## config.mk

```make
export PLATFORM = sky130hd
export DESIGN_NAME = dma_status_regs
export DESIGN_NICKNAME = d
export VERILOG_FILES = /design/src/rtl/dma_regs_pkg.sv /design/src/rtl/dma_chan_csr.sv /design/src/rtl/dma_align_reg.sv /design/src/rtl/dma_reg_decode.sv /design/src/rtl/dma_status_regs.sv
export SDC_FILE = /design/constraint.sdc
export NUM_CORES = 1
export LEC_CHECK = 0
export BUFFER_PORTS_ARGS = -buffer_cell sky130_fd_sc_hd__buf_2
export CORE_MARGIN = 5
export CORE_UTILIZATION = 25
export CTS_CLUSTER_DIAMETER = 40
export DETAILED_ROUTE_END_ITERATION = 16
export PLACE_DENSITY = 0.53
export SYNTH_ARGS = -nofsm -noshare
export SYNTH_HDL_FRONTEND = slang
export SYNTH_SLANG_ARGS = --single-unit
```

## constraint.sdc

```tcl
create_clock -name clk_i -period 1.92 [get_ports clk_i]
set_clock_uncertainty 0.05 [all_clocks]
set_input_delay 0.288 -clock clk_i [delete_from_list [all_inputs] [get_ports clk_i]]
set_output_delay 0.288 -clock clk_i [all_outputs]
set_load 0.005 [all_outputs]
```

## src/rtl/dma_regs_pkg.sv

```systemverilog
package dma_regs_pkg;
  localparam int REG_AW = 8;
  localparam logic [REG_AW-1:0] ALIGN_OFS = 8'hA0;
  localparam logic [REG_AW-1:0] SUMM_OFS  = 8'hF0;

  // control/status word bit positions (decoded by software and engines)
  localparam int B_RUN     = 31;
  localparam int B_NODESC  = 30;
  localparam int B_STOPIE  = 29;
  localparam int B_EORIE   = 28;
  localparam int B_EORJMP  = 27;
  localparam int B_EORSTOP = 26;
  localparam int B_CMPSET  = 25;
  localparam int B_CMPCLR  = 24;
  localparam int B_CMP     = 10;
  localparam int B_EORF    = 9;
  localparam int B_REQP    = 8;
  localparam int B_STOPPED = 3;
  localparam int B_ENDF    = 2;
  localparam int B_STARTF  = 1;
  localparam int B_BERRF   = 0;

  typedef struct packed {
    logic run;
    logic nodesc;
    logic stop_ie;
    logic eor_ie;
    logic eor_jmp;
    logic eor_stop;
  } ctl_t;

  typedef struct packed {
    logic cmp;
    logic eor;
    logic endf;
    logic startf;
    logic berr;
  } flg_t;

  typedef enum logic [1:0] {SEL_NONE, SEL_CHAN, SEL_ALIGN, SEL_SUMM} sel_e;
endpackage

```

## src/rtl/dma_chan_csr.sv

```systemverilog
module dma_chan_csr
  import dma_regs_pkg::*;
(
  input  logic        clk_i,
  input  logic        rst_ni,
  input  logic        wr_i,
  input  logic [31:0] wdata_i,
  input  logic        ev_start_i,
  input  logic        ev_end_i,
  input  logic        ev_berr_i,
  input  logic        ev_eor_i,
  input  logic        busy_i,
  input  logic        req_pend_i,
  output logic [31:0] csr_o,
  output logic        pend_o,
  output logic        run_o,
  output logic        nodesc_o,
  output logic        eor_jmp_o,
  output logic        eor_stop_o
);
  ctl_t ctl_q, ctl_d;
  flg_t flg_q, flg_d;
  logic stopped_q;

  always_comb begin
    ctl_d = ctl_q;
    if (wr_i) begin
      ctl_d.run      = wdata_i[B_RUN];
      ctl_d.nodesc   = wdata_i[B_NODESC];
      ctl_d.stop_ie  = wdata_i[B_STOPIE];
      ctl_d.eor_ie   = wdata_i[B_EORIE];
      ctl_d.eor_jmp  = wdata_i[B_EORJMP];
      ctl_d.eor_stop = wdata_i[B_EORSTOP];
    end
    // end-of-receive stop beats a concurrent software write
    if (ev_eor_i && ctl_q.eor_stop) ctl_d.run = 1'b0;
  end

  always_comb begin
    flg_d.endf   = (flg_q.endf   & ~(wr_i & wdata_i[B_ENDF]))   | ev_end_i;
    flg_d.startf = (flg_q.startf & ~(wr_i & wdata_i[B_STARTF])) | ev_start_i;
    flg_d.berr   = (flg_q.berr   & ~(wr_i & wdata_i[B_BERRF]))  | ev_berr_i;
    flg_d.eor    = (flg_q.eor    & ~(wr_i & wdata_i[B_EORF]))   | ev_eor_i;
    flg_d.cmp    = flg_q.cmp;
    if (wr_i && wdata_i[B_CMPSET])      flg_d.cmp = 1'b1;
    else if (wr_i && wdata_i[B_CMPCLR]) flg_d.cmp = 1'b0;
  end

  always_ff @(posedge clk_i or negedge rst_ni) begin
    if (!rst_ni) begin
      ctl_q     <= '0;
      flg_q     <= '0;
      stopped_q <= 1'b1;
    end else begin
      ctl_q     <= ctl_d;
      flg_q     <= flg_d;
      stopped_q <= ~ctl_q.run & ~busy_i;
    end
  end

  always_comb begin
    csr_o            = '0;
    csr_o[B_RUN]     = ctl_q.run;
    csr_o[B_NODESC]  = ctl_q.nodesc;
    csr_o[B_STOPIE]  = ctl_q.stop_ie;
    csr_o[B_EORIE]   = ctl_q.eor_ie;
    csr_o[B_EORJMP]  = ctl_q.eor_jmp;
    csr_o[B_EORSTOP] = ctl_q.eor_stop;
    csr_o[B_CMP]     = flg_q.cmp;
    csr_o[B_EORF]    = flg_q.eor;
    csr_o[B_REQP]    = req_pend_i;
    csr_o[B_STOPPED] = stopped_q;
    csr_o[B_ENDF]    = flg_q.endf;
    csr_o[B_STARTF]  = flg_q.startf;
    csr_o[B_BERRF]   = flg_q.berr;
  end

  assign pend_o = flg_q.endf | flg_q.startf | flg_q.berr
                | (flg_q.eor & ctl_q.eor_ie) | (stopped_q & ctl_q.stop_ie);

  assign run_o      = ctl_q.run;
  assign nodesc_o   = ctl_q.nodesc;
  assign eor_jmp_o  = ctl_q.eor_jmp;
  assign eor_stop_o = ctl_q.eor_stop;

  logic unused_wd;
  assign unused_wd = ^{wdata_i[23:10], wdata_i[8:3]};
endmodule

```

## src/rtl/dma_align_reg.sv

```systemverilog
module dma_align_reg #(
  parameter int NUM_CH = 8
) (
  input  logic              clk_i,
  input  logic              rst_ni,
  input  logic              wr_i,
  input  logic [NUM_CH-1:0] wdata_i,
  output logic [NUM_CH-1:0] align_o
);
  always_ff @(posedge clk_i or negedge rst_ni) begin
    if (!rst_ni)   align_o <= '0;
    else if (wr_i) align_o <= wdata_i;
  end
endmodule

```

## src/rtl/dma_reg_decode.sv

```systemverilog
module dma_reg_decode
  import dma_regs_pkg::*;
#(
  parameter int NUM_CH = 8
) (
  input  logic                         req_i,
  input  logic                         we_i,
  input  logic [REG_AW-1:0]            addr_i,
  input  logic [NUM_CH-1:0][31:0]      csr_i,
  input  logic [NUM_CH-1:0]            align_i,
  input  logic [NUM_CH-1:0]            summ_i,
  output logic [NUM_CH-1:0]            ch_wr_o,
  output logic                         align_wr_o,
  output logic [31:0]                  rdata_o
);
  localparam int CH_W = (NUM_CH > 1) ? $clog2(NUM_CH) : 1;
  localparam logic [REG_AW:0] CH_LIM = (REG_AW+1)'(4 * NUM_CH);

  sel_e            sel;
  logic [CH_W-1:0] ch_idx;
  logic            wr;

  assign ch_idx = addr_i[CH_W+1:2];
  assign wr     = req_i & we_i;

  always_comb begin
    sel = SEL_NONE;
    if (addr_i[1:0] == 2'b00 && {1'b0, addr_i} < CH_LIM) sel = SEL_CHAN;
    else if (addr_i == ALIGN_OFS)                       sel = SEL_ALIGN;
    else if (addr_i == SUMM_OFS)                        sel = SEL_SUMM;
  end

  for (genvar g = 0; g < NUM_CH; g++) begin : g_wsel
    assign ch_wr_o[g] = wr && sel == SEL_CHAN && ch_idx == CH_W'(g);
  end

  assign align_wr_o = wr && sel == SEL_ALIGN;

  always_comb begin
    rdata_o = '0;
    case (sel)
      SEL_CHAN:  rdata_o = csr_i[ch_idx];
      SEL_ALIGN: rdata_o[NUM_CH-1:0] = align_i;
      SEL_SUMM:  rdata_o[NUM_CH-1:0] = summ_i;
      default:   rdata_o = '0;
    endcase
  end
endmodule

```

## src/rtl/dma_status_regs.sv

```systemverilog
module dma_status_regs
  import dma_regs_pkg::*;
#(
  parameter int NUM_CH = 8
) (
  input  logic              clk_i,
  input  logic              rst_ni,
  input  logic              req_i,
  input  logic              we_i,
  input  logic [7:0]        addr_i,
  input  logic [31:0]       wdata_i,
  output logic [31:0]       rdata_o,
  input  logic [NUM_CH-1:0] ev_start_i,
  input  logic [NUM_CH-1:0] ev_end_i,
  input  logic [NUM_CH-1:0] ev_berr_i,
  input  logic [NUM_CH-1:0] ev_eor_i,
  input  logic [NUM_CH-1:0] busy_i,
  input  logic [NUM_CH-1:0] req_pend_i,
  output logic [NUM_CH-1:0] run_o,
  output logic [NUM_CH-1:0] nodesc_o,
  output logic [NUM_CH-1:0] eor_jmp_o,
  output logic [NUM_CH-1:0] eor_stop_o,
  output logic [NUM_CH-1:0] align_o,
  output logic              irq_o
);
  logic [NUM_CH-1:0][31:0] csr_w;
  logic [NUM_CH-1:0]       ch_wr;
  logic [NUM_CH-1:0]       pend;
  logic                    align_wr;

  dma_reg_decode #(.NUM_CH(NUM_CH)) u_dec (
    .req_i      (req_i),
    .we_i       (we_i),
    .addr_i     (addr_i),
    .csr_i      (csr_w),
    .align_i    (align_o),
    .summ_i     (pend),
    .ch_wr_o    (ch_wr),
    .align_wr_o (align_wr),
    .rdata_o    (rdata_o)
  );

  for (genvar g = 0; g < NUM_CH; g++) begin : g_ch
    dma_chan_csr u_csr (
      .clk_i      (clk_i),
      .rst_ni     (rst_ni),
      .wr_i       (ch_wr[g]),
      .wdata_i    (wdata_i),
      .ev_start_i (ev_start_i[g]),
      .ev_end_i   (ev_end_i[g]),
      .ev_berr_i  (ev_berr_i[g]),
      .ev_eor_i   (ev_eor_i[g]),
      .busy_i     (busy_i[g]),
      .req_pend_i (req_pend_i[g]),
      .csr_o      (csr_w[g]),
      .pend_o     (pend[g]),
      .run_o      (run_o[g]),
      .nodesc_o   (nodesc_o[g]),
      .eor_jmp_o  (eor_jmp_o[g]),
      .eor_stop_o (eor_stop_o[g])
    );
  end

  dma_align_reg #(.NUM_CH(NUM_CH)) u_align (
    .clk_i   (clk_i),
    .rst_ni  (rst_ni),
    .wr_i    (align_wr),
    .wdata_i (wdata_i[NUM_CH-1:0]),
    .align_o (align_o)
  );

  assign irq_o = |pend;
endmodule

```

==> flow_summary.toml, run 1 <==
[floorplan]
die_y_um = 159
die_width_um = 159
dieArea_sq_um = 25400
io_pins = 165
start_util_pct = 25.5
coreArea_sq_um = 21900
num_rows = 54

[timing]
setup_viol = 6
hold_viol = 0
timing.hold.ws_ps = 20.2
setup_ws_ps = -61.2
finalCriticalPeriod_ps = 1980
period_share_pct = 103
max_clock_freq_mhz = 505
maxSlewViolCount = 0
rsz0062_at_grt = "true"

[power]
powerDensity_nw_per_um2 = 620
irDropWorstVdd_mv = 0.313
p_leak_nw = 3.39

[logic_synthesis]
async_reset_ff_share_pct = 100
syn_inst = 499
ys_seq_area_share_pct = 46.8
synth.area.top_cells = "dfrtp_1 (43%), mux2_2 (8.1%), mux4_2 (7.3%)"
synth.avg_cell_area_sq_um = 11.2
yosys.area.top_type = "dfrtp_1"
synth_top_area_share_pct = 43.0
ys_types = 38
synth_edf_count = 0
synth_most_common_cell = "dfrtp_1"
synth_warnings = 0
ys_ff_latch = 104
synth_common_cells = "dfrtp_1 (96), buf_4 (47), nor2_1 (44)"
netlist_area_sq_um = 5580
synthFlopType = "dfrtp_1"

[critical_path]
cp-start-kind = "input pin"
crit_chain = "buf_6 > or2_4 > buf_6 > or4_4 > buf_12 > nor2_4 > buf_2"
cp-end-kind = "output port"
critical_path_class = "in -> out"
worst_path_max_delay_cell = "or4_4"
crit_arrival_ps = 1640
crit_top_cell = "buf_6"
cpPeakStageDelay_ps = 460
critPathMaxFanout = 5
cp_data_required_time_ps = 1580
cp_top_family = "simple AND/OR/NAND/NOR gates"
crit_buf_inv = 4

[clock_tree]
clk_pin_slew_ps = 70
clock_sinks = 104
cts_root_buf = "clkbuf_16"
clockBufferDepth = 2
numCtsBuffers = 9
cts_tree = "done"
clk_latency_ps = 350
htreeDepth = 3

[global_route]
grt.total_usage_pct = 13.8
grt_pass1_vias = 4720
overflow = 0
grt_max_degree = 33
antenna_found_initial = 0
grt_pass1_wl_mm = 27.5

[outcome]
status = "complete, but fails checks"
violations = "setup timing"

[route]
first_pass_iters = 4
post-route-drc-count = 0
via_per_inst = 4.63
vias = 4392
drtIter0Drc = 238
ant_nets = 0
wl_per_cell_um = 18.5
finalWirelength_mm = 17.6

[place]
gp_congestion = 0.782
hpwl_mm = 13.9
dp_cells = 903
place_area_sq_um = 6640
numPortBuffers = 134

[layout]
layout-drive-gt1-share_pct = 49.6
finalNonFillerCells = 948
syn_to_final_growth_pct = 32.8
design_area_sq_um = 7410
nets = 755
num-fill-cells = 2268
diodes = 0

[job]
cap_violations = 0

[hold_path]
min_path_type = "in -> reg"
## cell type report
| cell class | instances | area (sq um) | share of cell area (%) |
|---|---|---|---|
| multi-input combinational | 323 | 2710 | 36.5 |
| sequential | 104 | 2610 | 35.3 |
| timing repair buffer | 209 | 1400 | 18.8 |
| tap | 280 | 350 | 4.73 |
| clock buffer | 10 | 229 | 3.09 |
| inverter | 16 | 60.1 | 0.810 |
| clock inverter | 6 | 53.8 | 0.726 |
## final timing paths
kind                                     startpoint                  endpoint  slack (ps)  depth (start not counted)
setup / recovery                          addr_i[0]               rdata_o[29]         -60                          7
hold / removal                            busy_i[0]   g_ch[0].u_csr.stopped_q          20                          2
setup reg to reg           g_ch[7].u_csr.eor_stop_o  g_ch[7].u_csr.eor_stop_o         950                          2
hold reg to reg                 g_ch[5].u_csr.run_o   g_ch[5].u_csr.stopped_q         400                          1
max in group asynchronous                    rst_ni   g_ch[4].u_csr.stopped_q         790                          3
min in group asynchronous                    rst_ni  g_ch[6].u_csr.eor_stop_o         370                          2
## stage by stage
stage	TNS (ps)	worst slack [ps]	util, %	power, mW
4_1_cts	-1380	-152	32.7	4.65
2_1_floorplan	-3450	-267	-	2.56
3_5_place_dp	-8910	-284	30.3	2.81
6_report	-277	-61.2	33.9	4.60
5_1_grt	-798	-114	33.9	4.81
3_3_place_gp	-8370	-255	30.3	2.80
## sequential cells by signal (all words and copies together), names as in the netlist
| signal | cells |
|---|---|
| u_align.align_o | 8 |
| g_ch.u_csr.run_o | 8 |
| g_ch.u_csr.stopped_q | 8 |
| g_ch.u_csr.nodesc_o | 8 |
| g_ch.u_csr.csr_o | 56 |
| g_ch.u_csr.eor_jmp_o | 8 |
| g_ch.u_csr.eor_stop_o | 8 |
## logic make-up (layout without fill, tap and decap cells)
logic type      count (synthesis)  after routing  share of synthesized area [%]
simple gates                  130            130                           11.3
flops                         104            104                           46.8
mux                            99             99                           23.4
buf+inv                        86            241                           9.37
compound gates                 79             79                           9.06
other cells                     1             15                         0.0672
## layout by cell type (no fill, tap or decap), drive strengths merged, types with 3 or more instances in the layout
cell and n:
a21o 16, a21oi 7, a22oi 20, a31oi 16, buf 201, clkbuf 10, clkinvlp 3, conb 15
dfrtp 96, dfstp 8, dlygate4sd3 8, inv 18, mux2 48, mux2i 33, mux4 18, nand2 38
nand3 9, nand4 5, nor2 44, nor3 12, nor4 5, o21ai 20, or4 3
## report_power, final
part | switching [mW] | leakage, nW | total, mW | internal (mW)
clock | 0.876 | 0.129 | 1.78 | 0.901
sequential | 0.0387 | 1.25 | 2.28 | 2.24
combinational | 0.283 | 2.01 | 0.541 | 0.257
total | 1.20 | 3.39 | 4.60 | 3.40
## layer usage
layer | global-route usage, % | share of wire (%) | vias to the layer above
met5 | 0 | 0 | -
met4 | 3.88 | 1.7 | 0
met3 | 3.13 | 5.6 | 21
met2 | 23.3 | 49 | 136
met1 | 17.8 | 44 | 2168
li1 | - | - | 2067
## timing repair
action                                 CTS  global route
gates cloned                             1             0
setup buffers                            2            18
pin swaps                               15             7
gates resized for setup                 34            27
endpoints found under the hold margin   33             0
hold buffers                             8             0
setup endpoints to repair               14            14
Power figures use the tool's default switching activity.
==> run 2: changes to the inputs <==
--- a/config.mk
+++ b/config.mk
@@ -6,6 +6,7 @@
 export NUM_CORES = 1
 export LEC_CHECK = 0
 export BUFFER_PORTS_ARGS = -buffer_cell sky130_fd_sc_hd__buf_2
+export CORE_ASPECT_RATIO = 0.75
 export CORE_MARGIN = 5
 export CORE_UTILIZATION = 25
 export CTS_CLUSTER_DIAMETER = 40
==> run 2 against run 1 <==
Against the previous run:
- global-route usage increased by 0.53 points
- largest power group unchanged
- cell count increased by 2.0%
- sequential cell count is the same
- non-clock buffer count up 5
- core utilization increased by 0.54 points
- sequential power is essentially flat
- the run still ends with setup timing left
- clock power grew 7%
- via count decreased by 0.16%
- critical path depth down 3
- die area up 0.12%
==> flow_summary.toml, run 2 (synthesis results as in run 1) <==
[outcome]
status = "complete, but fails checks"
violations = "setup timing"

[job]
cap_violations = 0

[timing]
period_share_pct = 104
maxSlewViolCount = 0
finalCriticalPeriod_ps = 2000
setup_ws_ps = -79.8
setup_viol = 8
slew_headroom_pct = 65.6
setup_tns_ps = -417
max_clock_freq_mhz = 500
timing.hold.ws_ps = 10.1
max_slew.worst_pin.slew_ps = 516
hold_viol = 0
rsz0062_at_grt = "true"

[route]
wl_per_cell_um = 18.7
first_pass_iters = 4
post-route-drc-count = 0
vias = 4385
ant_nets = 0
finalWirelength_mm = 18.1
drtIter0Drc = 300
via_per_inst = 4.53

[layout]
nets = 760
layout_commonest_cell = "buf_2"
syn_to_final_growth_pct = 35.5
largest_register_ffs = 56
final_cell_mix = "buf_2 (130), dfrtp_1 (95), buf_4 (59), mux2_2 (40), nand2_1 (36)"
diodes = 0
layout-drive-gt1-share_pct = 51.0
num-fill-cells = 2244
finalCoreUtilization_pct = 34.4

[clock_tree]
cts_tree = "done"
clockBufferDepth = 2
cts_root_buf = "clkbuf_16"
htreeDepth = 3
clk_latency_ps = 350
numCtsBuffers = 9
clock_sinks = 104
clk_pin_slew_ps = 70

[global_route]
grt.total_usage_pct = 14.3
grt_max_degree = 37
antenna_found_initial = 1
overflow = 0
grt_pass1_wl_mm = 28.0
grt_pass1_vias = 4623

[hold_path]
min_path_type = "in -> reg"
hold_end = "g_ch[3].u_csr.stopped_q"
min_from = "busy_i[3]"
whs_path_depth = 2

[critical_path]
cp-end-kind = "output port"
cp_data_required_time_ps = 1580
cp-start-kind = "flip-flop"
r2r_cells = 2
r2r_end = "g_ch[3].u_csr.csr_o[29]"
critPathMaxFanout = 3
r2r_slack_ps = 970
critical_path_class = "reg -> out"
crit_arrival_ps = 1660
rr_startpoint = "g_ch[3].u_csr.csr_o[29]"
setup.worst_path.start = "g_ch[0].u_csr.csr_o[28]"

[place]
gp_congestion = 0.799
numPortBuffers = 134
hpwl_mm = 13.8
place_ws_ps = -297

[floorplan]
die_width_um = 183
start_util_pct = 25.4
num_rows = 47
coreArea_sq_um = 22000
die_y_um = 139
io_pins = 165
dieArea_sq_um = 25400

[power]
irDropWorstVdd_mv = 0.392
p_leak_nw = 3.46
powerDensity_nw_per_um2 = 629
-- run 2: how the worst max path moves through the flow --
stage | to | cells past startpoint
finish | rdata_o[28] | 4
global route | rdata_o[28] | 4
CTS | rdata_o[29] | 4
detailed placement | u_align.align_o[5] | 5
global placement | u_align.align_o[6] | 5
floorplan | u_align.align_o[0] | 7
-- run 2: area by class of cell --
| type | instances | area (sq um) | share of cell area (%) |
|---|---|---|---|
| timing repair buffer | 214 | 1510 | 19.9 |
| sequential | 104 | 2610 | 34.6 |
| tap | 294 | 368 | 4.86 |
| clock inverter | 4 | 51.3 | 0.678 |
| clock buffer | 12 | 246 | 3.26 |
| multi-input combinational | 323 | 2720 | 35.9 |
| inverter | 16 | 60.1 | 0.794 |
-- run 2: where the power goes --
| group | switching [mW] | internal, mW |
|---|---|---|
| Sequential | 0.0358 | 2.24 |
| Combinational | 0.298 | 0.283 |
| Clock | 0.845 | 1.05 |
| Total | 1.18 | 3.58 |
-- run 2: metal layers --
layer | wire [um] | track usage [%] | up-vias | part of all wire, %
met4 | 156 | 2.45 | 2 | 0.86
met2 | 8220 | 22.3 | 139 | 45
met1 | 8300 | 20.5 | 2151 | 46
met3 | 1430 | 3.65 | 16 | 7.9
met5 | 11 | 0 | - | 0.061
li1 | - | - | 2077 | -
-- run 2: what timing repair did --
| action | in CTS | in global routing |
|---|---|---|
| buffers inserted | 19 | 9 |
| endpoints found under the hold margin | 33 | 0 |
| resized for setup | 21 | 43 |
| endpoints found under the setup margin | 14 | 15 |
| pin swaps | 4 | 13 |
| cloned | 1 | 1 |
| hold buffers | 4 | 0 |
-- run 2: critical path, stage by stage, from the launching register on --
cell and delay, ps:
dfrtp_1 410, mux4_2 510, mux2i_4 190, nor2_1 60
buf_2 120
-- run 2: through the flow --
step / instances / area [sq um] / total power [mW]
after floorplan: 513 / 5650 / 2.56
after global placement: 917 / 6670 / 2.81
after detailed placement: 917 / 6670 / 2.81
after CTS: 957 / 7280 / 4.78
after global routing: 967 / 7560 / 4.96
final: 967 / 7560 / 4.76
==> run 3: changes to the inputs <==
--- a/config.mk
+++ b/config.mk
@@ -12,6 +12,7 @@
 export CTS_CLUSTER_DIAMETER = 40
 export DETAILED_ROUTE_END_ITERATION = 16
 export PLACE_DENSITY = 0.53
+export SETUP_SLACK_MARGIN = 0.3
 export SYNTH_ARGS = -nofsm -noshare
 export SYNTH_HDL_FRONTEND = slang
 export SYNTH_SLANG_ARGS = --single-unit
==> run 3 against run 2 <==
Against the previous run:
- the run still ends with setup timing left
- fmax down 2.0%
- non-clock buffer count fell by 2
- final area is 1.4% higher
- register-to-register slack got worse by 30 ps
- setup slack worse by 41 ps
- wire length increased by 1.5%
- global-route usage about the same
- combinational power is 2% lower
- sequential cell count unchanged
- sequential share of layout area is 0.50 points lower
- clock power is 8% higher
- critical path type unchanged
==> flow_summary.toml, run 3 (synthesis results as in run 1) <==
[power]
pwr-share-clk_pct = 41.8
p_switching_mw = 1.19
powerDensity_nw_per_um2 = 639
irDropWorstVdd_mv = 0.434
p_seq_share_pct = 46.6
p_int_mw = 3.71
combPwrFrac_pct = 11.6
swShare_pct = 24.3
p_leak_nw = 3.51

[hold_path]
min_path_type = "in -> reg"
min_from = "busy_i[1]"
hold_end = "g_ch[1].u_csr.stopped_q"
whs_path_depth = 2

[outcome]
violations = "setup timing"
status = "complete, but fails checks"

[place]
hpwl_mm = 14.2
dp_cells = 922
numPortBuffers = 134
gp_congestion = 0.846

[critical_path]
cp_data_required_time_ps = 1580
crit_chain = "mux4_2 > mux2i_1 > buf_4 > nor2_4 > buf_2"
cp-start-kind = "flip-flop"
rr_startpoint = "g_ch[6].u_csr.csr_o[28]"
r2r_end = "g_ch[6].u_csr.csr_o[28]"
r2r_cells = 2
crit_arrival_ps = 1700
worst_path_max_delay_cell = "mux4_2"
critical_path_class = "reg -> out"
r2r_slack_ps = 940
cp-end-kind = "output port"
critPathMaxFanout = 3
cpPeakStageDelay_ps = 480

[clock_tree]
htreeDepth = 3
numCtsBuffers = 9
clk_pin_slew_ps = 70
cts_root_buf = "clkbuf_16"
clock_sinks = 104
clk_latency_ps = 350
clockBufferDepth = 2
cts_tree = "done"

[global_route]
grt_pass1_wl_mm = 28.1
overflow = 0
antenna_found_initial = 5
grt.total_usage_pct = 14.4
grt_pass1_vias = 4618
grt_max_degree = 43

[layout]
layout-drive-gt1-share_pct = 51.4
seqCellArea_sq_um = 2610
nets = 758
finalCoreUtilization_pct = 34.9
syn_to_final_growth_pct = 37.4
num-fill-cells = 2261
multi_input_area_sq_um = 2790
largest_register_ffs = 56
final_cell_mix = "buf_2 (128), dfrtp_1 (96), buf_4 (50), nor2_1 (38), nand2_1 (30)"
layout_commonest_cell = "buf_2"
finalNonFillerCells = 966

[route]
first_pass_iters = 4
ant_nets = 0
vias = 4476
drtIter0Drc = 330
via_per_inst = 4.63
finalWirelength_mm = 18.4
post-route-drc-count = 0
wl_per_cell_um = 19.0

[timing]
period_share_pct = 106
hold_viol = 0
max_clock_freq_mhz = 490
setup_ws_ps = -121
setup_viol = 7
finalCriticalPeriod_ps = 2040
maxSlewViolCount = 0
rsz0062_at_grt = "true"

[floorplan]
io_pins = 165
dieArea_sq_um = 25400
coreArea_sq_um = 22000
die_width_um = 183
num_rows = 47
start_util_pct = 25.4
die_y_um = 139

[job]
cap_violations = 0
[run 3: cell count changes in the layout (fill, tap and decap cells not counted), sizes merged]
| cell | change |
|---|---|
| buf | -5 |
| diode | +1 |
| clkbuf | -2 |
| bufbuf | -1 |
| inv | +1 |
| dlygate4sd3 | +4 |
| bufinv | +1 |
[run 3: cell type report]
| type | count | share of cell area (%) |
|---|---|---|
| antenna | 1 | 0.0326 |
| clock buffer | 10 | 3.12 |
| clock inverter | 6 | 1.17 |
| inverter | 16 | 0.783 |
| multi-input combinational | 323 | 36.4 |
| sequential | 104 | 34.1 |
| tap | 294 | 4.80 |
| timing repair buffer | 212 | 19.6 |
[run 3: worst max-delay path: cells and delay by family, from the launching register on]
kind / cells / cell delay, ps
flops: 1 / 410
buf+inv: 2 / 260
mux: 2 / 640
simple gates: 1 / 40
[run 3: stage by stage]
| step | total power [mW] | hold WS (ps) | worst slack, ps | TNS (ps) | cell area (sq um) |
|---|---|---|---|---|---|
| CTS | 4.95 | 3.37 | -130 | -587 | 7420 |
| floorplan | 2.58 | -57.6 | -267 | -2590 | 5740 |
| finish | 4.90 | 18.8 | -121 | -465 | 7670 |
| global route | 5.10 | 14.0 | -193 | -1180 | 7670 |
| detailed placement | 2.82 | 225 | -323 | -6970 | 6760 |
| global placement | 2.82 | 219 | -306 | -6820 | 6760 |
[run 3: how the worst max path moves through the flow]
stage	cells after the start	start	endpoint	slack [ps]
after floorplan	7	addr_i[2]	u_align.align_o[0]	-270
after global placement	5	addr_i[1]	u_align.align_o[5]	-310
after detailed placement	5	addr_i[1]	u_align.align_o[6]	-320
after CTS	5	g_ch[6].u_csr.csr_o[28]	rdata_o[28]	-130
after global routing	5	g_ch[7].u_csr.csr_o[29]	rdata_o[29]	-190
final	5	g_ch[5].u_csr.csr_o[28]	rdata_o[28]	-120
[run 3: power by group through the flow]
stage	sequential (mW)	clock (mW)	combinational, mW
after floorplan	2.31	0	0.269
after global placement	2.32	0	0.496
after detailed placement	2.32	0	0.501
after CTS	2.28	2.12	0.547
after global routing	2.29	2.19	0.627
final	2.28	2.05	0.570
[run 3: what timing repair did]
| action | 4_1_cts | 5_1_grt |
|---|---|---|
| endpoints found under the hold margin | 35 | 0 |
| resized for setup | 58 | 31 |
| cloned | 1 | 1 |
| hold buffers | 8 | 0 |
| pin swaps | 8 | 12 |
| buffers inserted | 3 | 14 |
| endpoints found under the setup margin | 42 | 49 |
[run 3: routing by layer]
metal / track usage [%] / vias to the layer above / routed length (um)
met2: 21.7 / 139 / 8170
met4: 3.16 / 8 / 297
met5: 0 / - / 48
met1: 20.1 / 2240 / 8430
li1: - / 2064 / -
met3: 4.77 / 25 / 1440
